===== src/rtl/op_seq_pkg.sv =====
package op_seq_pkg;
  localparam int BYTE_W = 8;
  localparam int REG_W  = 3;
  localparam int PORT_W = 5;

  typedef enum logic [3:0] {
    CLS_NONE     = 4'd0,
    CLS_ALU_REG  = 4'd1,
    CLS_ALU_IMM  = 4'd2,
    CLS_MOVE     = 4'd3,
    CLS_LOAD_IMM = 4'd4,
    CLS_INCDEC   = 4'd5,
    CLS_ROTATE   = 4'd6,
    CLS_JUMP     = 4'd7,
    CLS_CALL     = 4'd8,
    CLS_RETURN   = 4'd9,
    CLS_RESTART  = 4'd10,
    CLS_INPUT    = 4'd11,
    CLS_OUTPUT   = 4'd12,
    CLS_HALT     = 4'd13,
    CLS_ILLEGAL  = 4'd14
  } opClass_e;

  typedef struct packed {
    opClass_e           cls;
    logic               condUsed;
    logic [REG_W-1:0]   condCode;
    logic [REG_W-1:0]   aluOp;
    logic [REG_W-1:0]   dstReg;
    logic [REG_W-1:0]   srcReg;
    logic [PORT_W-1:0]  ioPort;
    logic [REG_W-1:0]   rstSlot;
  } decodeInfo_t;

  typedef struct packed {
    logic takeOpcode;
    logic takeImm;
    logic takeLo;
    logic takeHi;
  } seqStrobe_t;
endpackage


===== src/rtl/op_classify.sv =====
module op_classify
  import op_seq_pkg::*;
(
  input  logic [BYTE_W-1:0] byteIn,
  output decodeInfo_t       info,
  output logic [1:0]        opLen
);
  logic [1:0] top;
  logic [2:0] mid;
  logic [2:0] low;

  assign top = byteIn[7:6];
  assign mid = byteIn[5:3];
  assign low = byteIn[2:0];

  always_comb begin
    info  = '0;
    opLen = 2'd1;
    unique case (top)
      2'b10: begin
        info.cls    = CLS_ALU_REG;
        info.aluOp  = mid;
        info.srcReg = low;
      end
      2'b11: begin
        if (byteIn == 8'hFF) begin
          info.cls = CLS_HALT;
        end else begin
          info.cls    = CLS_MOVE;
          info.dstReg = mid;
          info.srcReg = low;
        end
      end
      2'b01: begin
        if (byteIn[0]) begin
          info.ioPort = byteIn[5:1];
          info.cls    = (byteIn[5:4] == 2'b00) ? CLS_INPUT : CLS_OUTPUT;
        end else begin
          opLen         = 2'd3;
          info.cls      = byteIn[1] ? CLS_CALL : CLS_JUMP;
          info.condUsed = ~byteIn[2];
          info.condCode = byteIn[2] ? 3'd0 : mid;
        end
      end
      default: begin
        unique case (low)
          3'd0, 3'd1: begin
            if (mid == 3'd0) begin
              info.cls = CLS_HALT;
            end else if (mid == 3'd7) begin
              info.cls = CLS_ILLEGAL;
            end else begin
              info.cls    = CLS_INCDEC;
              info.dstReg = mid;
              info.aluOp  = {2'b00, byteIn[0]};
            end
          end
          3'd2: begin
            if (mid[2]) begin
              info.cls = CLS_ILLEGAL;
            end else begin
              info.cls   = CLS_ROTATE;
              info.aluOp = {1'b0, mid[1:0]};
            end
          end
          3'd3: begin
            info.cls      = CLS_RETURN;
            info.condUsed = 1'b1;
            info.condCode = mid;
          end
          3'd4: begin
            info.cls   = CLS_ALU_IMM;
            info.aluOp = mid;
            opLen      = 2'd2;
          end
          3'd5: begin
            info.cls     = CLS_RESTART;
            info.rstSlot = mid;
          end
          3'd6: begin
            info.cls    = CLS_LOAD_IMM;
            info.dstReg = mid;
            opLen       = 2'd2;
          end
          default: info.cls = CLS_RETURN;
        endcase
      end
    endcase
  end
endmodule


===== src/rtl/op_seq_ctrl.sv =====
module op_seq_ctrl
  import op_seq_pkg::*;
(
  input  logic       clk,
  input  logic       rstN,
  input  logic       byteValid,
  input  logic [1:0] opLen,
  output seqStrobe_t strobe,
  output logic       instrDone
);
  typedef enum logic [2:0] {
    ST_OPCODE, ST_IMM, ST_ADDR_LO, ST_ADDR_HI, ST_DONE
  } seqState_e;

  seqState_e stateQ;
  seqState_e stateNext;

  always_comb begin
    strobe    = '0;
    stateNext = stateQ;
    unique case (stateQ)
      ST_OPCODE: begin
        strobe.takeOpcode = byteValid;
        if (byteValid) begin
          unique case (opLen)
            2'd2:    stateNext = ST_IMM;
            2'd3:    stateNext = ST_ADDR_LO;
            default: stateNext = ST_DONE;
          endcase
        end
      end
      ST_IMM: begin
        strobe.takeImm = byteValid;
        if (byteValid) stateNext = ST_DONE;
      end
      ST_ADDR_LO: begin
        strobe.takeLo = byteValid;
        if (byteValid) stateNext = ST_ADDR_HI;
      end
      ST_ADDR_HI: begin
        strobe.takeHi = byteValid;
        if (byteValid) stateNext = ST_DONE;
      end
      default: stateNext = ST_OPCODE;
    endcase
  end

  always_ff @(posedge clk) begin
    if (!rstN) stateQ <= ST_OPCODE;
    else       stateQ <= stateNext;
  end

  assign instrDone = (stateQ == ST_DONE);
endmodule


===== src/rtl/op_seq_datapath.sv =====
module op_seq_datapath
  import op_seq_pkg::*;
#(
  parameter int ADDR_W = 14
) (
  input  logic               clk,
  input  logic               rstN,
  input  seqStrobe_t         strobe,
  input  logic [BYTE_W-1:0]  byteIn,
  input  decodeInfo_t        info,
  output opClass_e           opClass,
  output logic               condUsed,
  output logic [REG_W-1:0]   condCode,
  output logic [REG_W-1:0]   aluOp,
  output logic [REG_W-1:0]   dstReg,
  output logic [REG_W-1:0]   srcReg,
  output logic [PORT_W-1:0]  ioPort,
  output logic [BYTE_W-1:0]  immValue,
  output logic [ADDR_W-1:0]  jumpAddr,
  output logic               haltFlag,
  output logic               illegalFlag
);
  localparam int HI_W   = ADDR_W - BYTE_W;
  localparam int SLOT_W = REG_W + 3;

  logic [ADDR_W-1:0] restartVec;
  assign restartVec = ADDR_W'({info.rstSlot, 3'b000});

  always_ff @(posedge clk) begin
    if (!rstN) begin
      opClass  <= CLS_NONE;
      condUsed <= 1'b0;
      condCode <= '0;
      aluOp    <= '0;
      dstReg   <= '0;
      srcReg   <= '0;
      ioPort   <= '0;
      immValue <= '0;
      jumpAddr <= '0;
    end else begin
      if (strobe.takeOpcode) begin
        opClass  <= info.cls;
        condUsed <= info.condUsed;
        condCode <= info.condCode;
        aluOp    <= info.aluOp;
        dstReg   <= info.dstReg;
        srcReg   <= info.srcReg;
        ioPort   <= info.ioPort;
        immValue <= '0;
        jumpAddr <= (info.cls == CLS_RESTART) ? restartVec : '0;
      end
      if (strobe.takeImm) immValue <= byteIn;
      if (strobe.takeLo)  jumpAddr[BYTE_W-1:0] <= byteIn;
      if (strobe.takeHi)  jumpAddr[ADDR_W-1:BYTE_W] <= byteIn[HI_W-1:0];
    end
  end

  assign haltFlag    = (opClass == CLS_HALT);
  assign illegalFlag = (opClass == CLS_ILLEGAL);

  if (SLOT_W > ADDR_W) begin : g_bad_width
    initial $display("op_seq_datapath: ADDR_W too small for restart vector");
  end
endmodule


===== src/rtl/opcode_fetch_decoder.sv =====
module opcode_fetch_decoder
  import op_seq_pkg::*;
#(
  parameter int ADDR_W = 14
) (
  input  logic              clk,
  input  logic              rstN,
  input  logic              byteValid,
  input  logic [7:0]        byteIn,
  output logic              instrDone,
  output logic [3:0]        opClass,
  output logic              condUsed,
  output logic [2:0]        condCode,
  output logic [2:0]        aluOp,
  output logic [2:0]        dstReg,
  output logic [2:0]        srcReg,
  output logic [4:0]        ioPort,
  output logic [7:0]        immValue,
  output logic [ADDR_W-1:0] jumpAddr,
  output logic              haltFlag,
  output logic              illegalFlag
);
  decodeInfo_t info;
  logic [1:0]  opLen;
  seqStrobe_t  strobe;
  opClass_e    classQ;
  logic        acceptOpcode;

  op_classify i_classify (
    .byteIn (byteIn),
    .info   (info),
    .opLen  (opLen)
  );

  op_seq_ctrl i_ctrl (
    .clk       (clk),
    .rstN      (rstN),
    .byteValid (byteValid),
    .opLen     (opLen),
    .strobe    (strobe),
    .instrDone (instrDone)
  );

  op_seq_datapath #(.ADDR_W(ADDR_W)) i_datapath (
    .clk         (clk),
    .rstN        (rstN),
    .strobe      (strobe),
    .byteIn      (byteIn),
    .info        (info),
    .opClass     (classQ),
    .condUsed    (condUsed),
    .condCode    (condCode),
    .aluOp       (aluOp),
    .dstReg      (dstReg),
    .srcReg      (srcReg),
    .ioPort      (ioPort),
    .immValue    (immValue),
    .jumpAddr    (jumpAddr),
    .haltFlag    (haltFlag),
    .illegalFlag (illegalFlag)
  );

  assign opClass      = classQ;
  assign acceptOpcode = strobe.takeOpcode;
endmodule


===== config.mk =====
export PLATFORM = sky130hd
export DESIGN_NAME = opcode_fetch_decoder
export DESIGN_NICKNAME = d
export VERILOG_FILES = /design/src/rtl/op_seq_pkg.sv /design/src/rtl/op_classify.sv /design/src/rtl/op_seq_ctrl.sv /design/src/rtl/op_seq_datapath.sv /design/src/rtl/opcode_fetch_decoder.sv
export SDC_FILE = /design/constraint.sdc
export NUM_CORES = 1
export LEC_CHECK = 0
export BUFFER_PORTS_ARGS = -buffer_cell sky130_fd_sc_hd__buf_2
export CORE_UTILIZATION = 37
export DETAILED_ROUTE_END_ITERATION = 10
export MAX_ROUTING_LAYER = met4
export PLACE_DENSITY_LB_ADDON = 0.25
export SYNTH_ARGS = -nofsm -noshare
export SYNTH_HDL_FRONTEND = slang
export SYNTH_SLANG_ARGS = --single-unit
export TNS_END_PERCENT = 1

===== constraint.sdc =====
create_clock -name clk -period 1.7 [get_ports clk]
set_input_delay 0.085 -clock clk [delete_from_list [all_inputs] [get_ports clk]]
set_output_delay 0.085 -clock clk [all_outputs]
set_load 0.05 [all_outputs]

# Word-level counts from Yosys, hierarchy flattened
# Cells that the tools add are included.
classes:
  eq_ne: 23
  mux: 44
  n_bitwise: 1
  reduce_logical: 15
ops:
  columns: ["operator", "count"]
  rows:
  - ["$mux 4", 9]
  - ["$pmux 3 s2", 5]
  - ["$mux 6", 4]
  - ["$mux 8", 3]
  - ["$mux 3", 7]
  - ["$pmux 4 s5", 1]
  - ["$pmux 3 s3", 2]
  - ["$eq 3x3->1 const B", 5]
  - ["$mux 14", 1]
  - ["$eq 3x2->1 const B", 4]
  - ["$eq 4x4->1 const B", 3]
  - ["$pmux 4 s3", 1]
  - ["$reduce_or 2->1", 6]
  - ["$mux 5", 2]
  - ["$logic_not 3->1", 3]
  - ["$eq 2x2->1 const B", 4]
  - ["$eq 8x8->1 const B", 1]
  - ["$pmux 4 s2", 1]
  - ["$eq 3x1->1 const B", 2]
  - ["$mux 2", 3]
  - ["$reduce_bool 2->1", 3]
  - ["$mux 1", 4]
  - ["$ne 2x2->1 const B", 2]
  - ["$pmux 2 s2", 1]
  - ["6 further kinds", 6]
totals:
  register_bits: 47
  inputBits: 11
  out_inout_bits: 47
  wordCells: 94

# Longest topological paths before layout
depth:
  ltp_word: 9
  ltp_mapped: 6

# Cells and area by module
# From an unflattened synthesis, not the netlist that was laid out.
hier_totals:
  hier_cells: 290
  hier_area_um2: 2600.0
modules_own_cells:
  columns: ["module", "instances", "cells_per_inst", "area_per_inst_um2", "seq_area_each_um2"]
  rows:
  - ["op_seq_datapath", 1, 176, 1829.3, 880.8]
  - ["op_classify", 1, 93, 598.1, 0.0]
  - ["op_seq_ctrl", 1, 21, 172.7, 60.1]

# Least setup slack after synthesis
# No wires, ideal clock.
synth_timing:
  path_kind: "reg2out"
  from: "register i_datapath.opClass[3]"
  to: "output port illegalFlag"
  arrival_ns: 1.957
  required_ns: 1.615
  slack_ns: -0.342
  path_stages_with_launch: 3
  cell_sequence: "dfxtp_1 -> nand2_1 -> nor3b_1"
synth_via:
  elab_chain_len: 1
synth_lines:
  columns: ["item", "line", "text"]
  rows:
  - ["from (decl)", "op_seq_datapath.sv:11", "output opClass_e opClass,"]
  - ["from (signal assigned)", "op_seq_datapath.sv:42", "opClass <= info.cls;"]
  - ["$eq 4x4->1", "op_seq_datapath.sv:59", "assign illegalFlag = (opClass == CLS_ILLEGAL);"]
  - ["to (decl)", "opcode_fetch_decoder.sv:21", "output logic illegalFlag"]
# Every way passes these cells.

# Worst setup path after layout
layout_timing:
  from: "register i_ctrl.stateQ[0]"
  to: "register i_datapath.condUsed"
layout_via:
  elab_chain_len: 2
layout_lines:
  columns: ["item", "line", "text"]
  rows:
  - ["from (decl)", "op_seq_ctrl.sv:15", "seqState_e stateQ;"]
  - ["from (signal assigned)", "op_seq_ctrl.sv:50", "else stateQ <= stateNext;"]
  - ["$logic_not 3->1", "op_seq_ctrl.sv:21", "unique case (stateQ)"]
  - ["$mux 1", "op_seq_ctrl.sv:21", null]
  - ["to (signal assigned)", "op_seq_datapath.sv:43", "condUsed <= info.condUsed;"]
  - ["to (decl)", "op_seq_datapath.sv:12", "output logic condUsed,"]
# Every way passes these cells.
# A chain may end at the register's enable or synchronous reset.

==> reports/results.tsv <==
stage	metric	value	unit
run_status	status	complete, but fails checks	
run_status	violated checks	DRC	
sta	Fin Setup TNS	0	ns
pwr	Comb pwr share	0.187	
routing	DR pass1 iterations	7	
floorplanning	Die ar.	0.00640	mm²
synthesis	synthesized area per cell	8.21	µm²
sta	fmax	646	MHz
synthesis	Cells after Synth	274	
clock_network	Num CTS Buffers	5	
synthesis	main combinational cell family by area after synthesis	simple AND/OR/NAND/NOR gates	
floorplanning	die extent in y	80.0	µm
routing	DRC viols	1	
final_layout	final net count	338	
placement	PortBufs	57	
worst_setup_path	Critical Path Sink Type	flop	
routing	post-route ant nets	0	
synthesis	Adder-Cell Fraction of Synth Area	0	
clock_network	post-cts resize count	0	
final_layout	diode count	0	
pwr	clock power share	0.320	
synthesis	Ys Warns	0	
floorplanning	core area	0.00589	mm²
sta	Final Cycle Share	0.911	
floorplanning	# IOs	58	
sta	final setup fails	0	
clock_network	clk root buf	clkbuf_8	
pwr	switching portion of total power	0.298	
final_layout	final instance area	0.00274	mm²
pwr	Lkg Pwr	1.10	nW
synthesis	top-area cell type share of the netlist area	0.418	
pwr	Worst VDD drop	0.295	mV
synthesis	number of synthesized flops with an enable pin	0	
floorplanning	Starting Density	0.382	
sta	Hold Vio Cnt, Final	0	
clock_network	CTS Hold Buffers Added	0	
routing	final WL	5850	µm
placement	RD Place Congestion	0.782	
final_layout	sequential cell area	941	µm²
worst_setup_path	critical path fanouts, max	21	
global_routing	pin count of the biggest net entering global routing	22	
synthesis	mapped cell area	0.00225	mm²
placement	placed instance area	0.00264	mm²
sta	Clock Skews	0.00358	ns
synthesis	#FFs+latches synth	47	
global_routing	total track usage	0.194	
clock_network	Post-CTS Setup Inserts	0	
synthesis	largest area contributor in the netlist	dfxtp_1	
pwr	Flop pwr share	0.493	
floorplanning	die width	80.0	µm
flow_run	Max-Cap Viols	0	
worst_setup_path	WP data required	1.90	ns
sta	relative slew slack	0.699	
floorplanning	std cell rows	28	
global_routing	first-pass GRT wire length	9370	µm
synthesis	Unique masters post-synth	45	
synthesis	Synth Area in Simple Gates	0.278	
sta	RSZ-0062 raised after global routing	false	
clock_network	Clock Tree Buf Depth	2	
pwr	P_int	1.64	mW
worst_setup_path	r2r worst-path depth	4	
placement	detailed placer's ending HPWL	4030	µm
worst_setup_path	Crit Path Class	flop to flop	
synthesis	Synth Flop Type	dfxtp_1	
routing	vias per std cell	5.33	
global_routing	grt ovf	0	
clock_network	H-tree depth	2	
global_routing	vias in the first global route	1889	
synthesis	post-synthesis xor/xnor area fraction	0.00389	
routing	1st-iter DRT viols	233	
worst_setup_path	Startpoint Class	flop	
routing	vias after detailed routing	2149	
synthesis	post-synthesis mux area share	0	
pwr	Sw Pwr	693	µW
clock_network	Worst-path clk slew	0.08	ns
pwr	Power Dens Cells	849	mW/mm²
synthesis	main area contributors after synthesis	dfxtp_1, a21boi_0, nand3_1	
global_routing	antenna violations before repair	0	
synthesis	share of flip-flops with an asynchronous set or reset	0	
sta	Final min period	1.55	ns
final_layout	Multi-input gate area	0.00117	mm²
routing	Routed WL per cell	14.5	µm
synthesis	Synthesized Nets	285	
final_layout	share of layout cells above drive strength 1	0.265	
worst_hold_path	Tightest Hold Check Type	primary input to flop	
worst_hold_path	hold path depth	2	
final_layout	Area Overhead vs Synth	22.0	%
sta	Worst-Margin Slew	0.448	ns
synthesis	sequential share of the synthesized area	0.418	
final_layout	fillers	618	
clock_network	CTS tree	done	
clock_network	clk sink count	47	
sta	Final Max Slew Viols	0	
worst_setup_path	worst endpoint data arrival time	1.75	ns
clock_network	later-pin clock latency in the skew report	0.30	ns
synthesis	Compound-Gate Fraction of Synth Area	0.239	
## logic make-up after synthesis
kind of cell	count (synthesis)
AOI/OAI and AO/OA	78
xor gates and xnor gates	1
and+or+nand+nor	116
DFF	47
buffers and inverters	32
## critical path, cell delays in order, from the launching register on
cell and delay [ns]:
dfxtp_1 0.34, or4b_4 0.57, buf_4 0.23, o21ai_2 0.23, nor2_1 0.07
## worst paths after layout
| path | start | end | slack [ns] |
|---|---|---|---|
| worst max register to register | i_ctrl.stateQ[0] | i_datapath.condUsed | 0.15 |
| worst max-delay path | i_ctrl.stateQ[0] | i_datapath.condUsed | 0.15 |
| worst min register to register | i_datapath.condCode[0] | i_datapath.condCode[0] | 0.45 |
| worst min-delay path | byteValid | i_ctrl.stateQ[1] | 0.05 |
## registers in the layout, indices dropped and copies added, names as in the netlist
signal               flops
i_datapath.jumpAddr     14
i_datapath.immValue      8
i_datapath.ioPort        5
i_datapath.opClass       4
i_ctrl.stateQ            3
i_datapath.aluOp         3
i_datapath.condCode      3
i_datapath.dstReg        3
i_datapath.srcReg        3
i_datapath.condUsed      1
## final cells by class
cell class,instances,share of cell area
multi-input cells,195,0.427
clock buffers,8,0.0365
flip-flops and latches,47,0.343
well taps,75,0.0342
repair buffers,73,0.152
inverters,5,0.00684
## through the flow
stage | cells | power (mW) | util | hold slack [ns] | worst slack, ns
floorplan | 274 | 1.48 | - | 0.184 | -0.342
global placement | 395 | 1.61 | 0.449 | 0.361 | 0.195
detailed placement | 395 | 1.61 | 0.449 | 0.368 | 0.154
CTS | 403 | 2.35 | 0.466 | 0.0430 | 0.138
global route | 403 | 2.42 | 0.466 | 0.0584 | 0.0632
finish | 403 | 2.33 | 0.466 | 0.0461 | 0.152
## power by group through the flow
stage | combinational, mW | clock, mW | sequential [mW]
floorplan | 0.215 | 0 | 1.27
global placement | 0.432 | 0 | 1.17
detailed placement | 0.433 | 0 | 1.18
CTS | 0.435 | 0.762 | 1.15
global route | 0.469 | 0.800 | 1.15
finish | 0.435 | 0.745 | 1.15
## Yosys cell counts, types with 2 or more instances
| library cell | number |
|---|---|
| nor3_1 | 2 |
| o2111ai_1 | 2 |
| inv_1 | 4 |
| o21ai_0 | 8 |
| nand4_1 | 4 |
| nor3b_1 | 3 |
| nor2_1 | 9 |
| nor2b_1 | 14 |
| a21boi_0 | 21 |
| o211ai_1 | 4 |
| dfxtp_1 | 47 |
| o22ai_1 | 5 |
| or2_2 | 2 |
| nand2b_1 | 6 |
| a21oi_1 | 14 |
| nand3_1 | 28 |
| a211oi_1 | 3 |
| buf_2 | 7 |
| nand2_1 | 34 |
| and3_1 | 3 |
| and2_1 | 3 |
| a22oi_1 | 11 |
| clkbuf_1 | 18 |
## cell usage in the layout, fill, tap and decap left out, drive strengths merged, types with 2 or more instances in the layout
master and count:
a21oi 14, nand3 28, a21boi 21, clkbuf 8, a211oi 3, o211ai 4, buf 73, nor2 9
nand4 4, dfxtp 47, nor3 2, and2 3, nand2 34, or3b 2, nor2b 14, inv 4
nand2b 6, o21ai 9, and3 3, or2 2, a22oi 11, o22ai 5, nor3b 3, o2111ai 2
## metal layers
layer,up-vias,share of wire,GRT usage,routed length (µm)
met5,-,0,-,0
met4,0,0.011,0.0571,67
met3,5,0.048,0.0331,278
met2,55,0.45,0.288,2660
met1,1009,0.49,0.267,2850
li1,1080,-,-,-
Power figures use the tool's default switching activity.
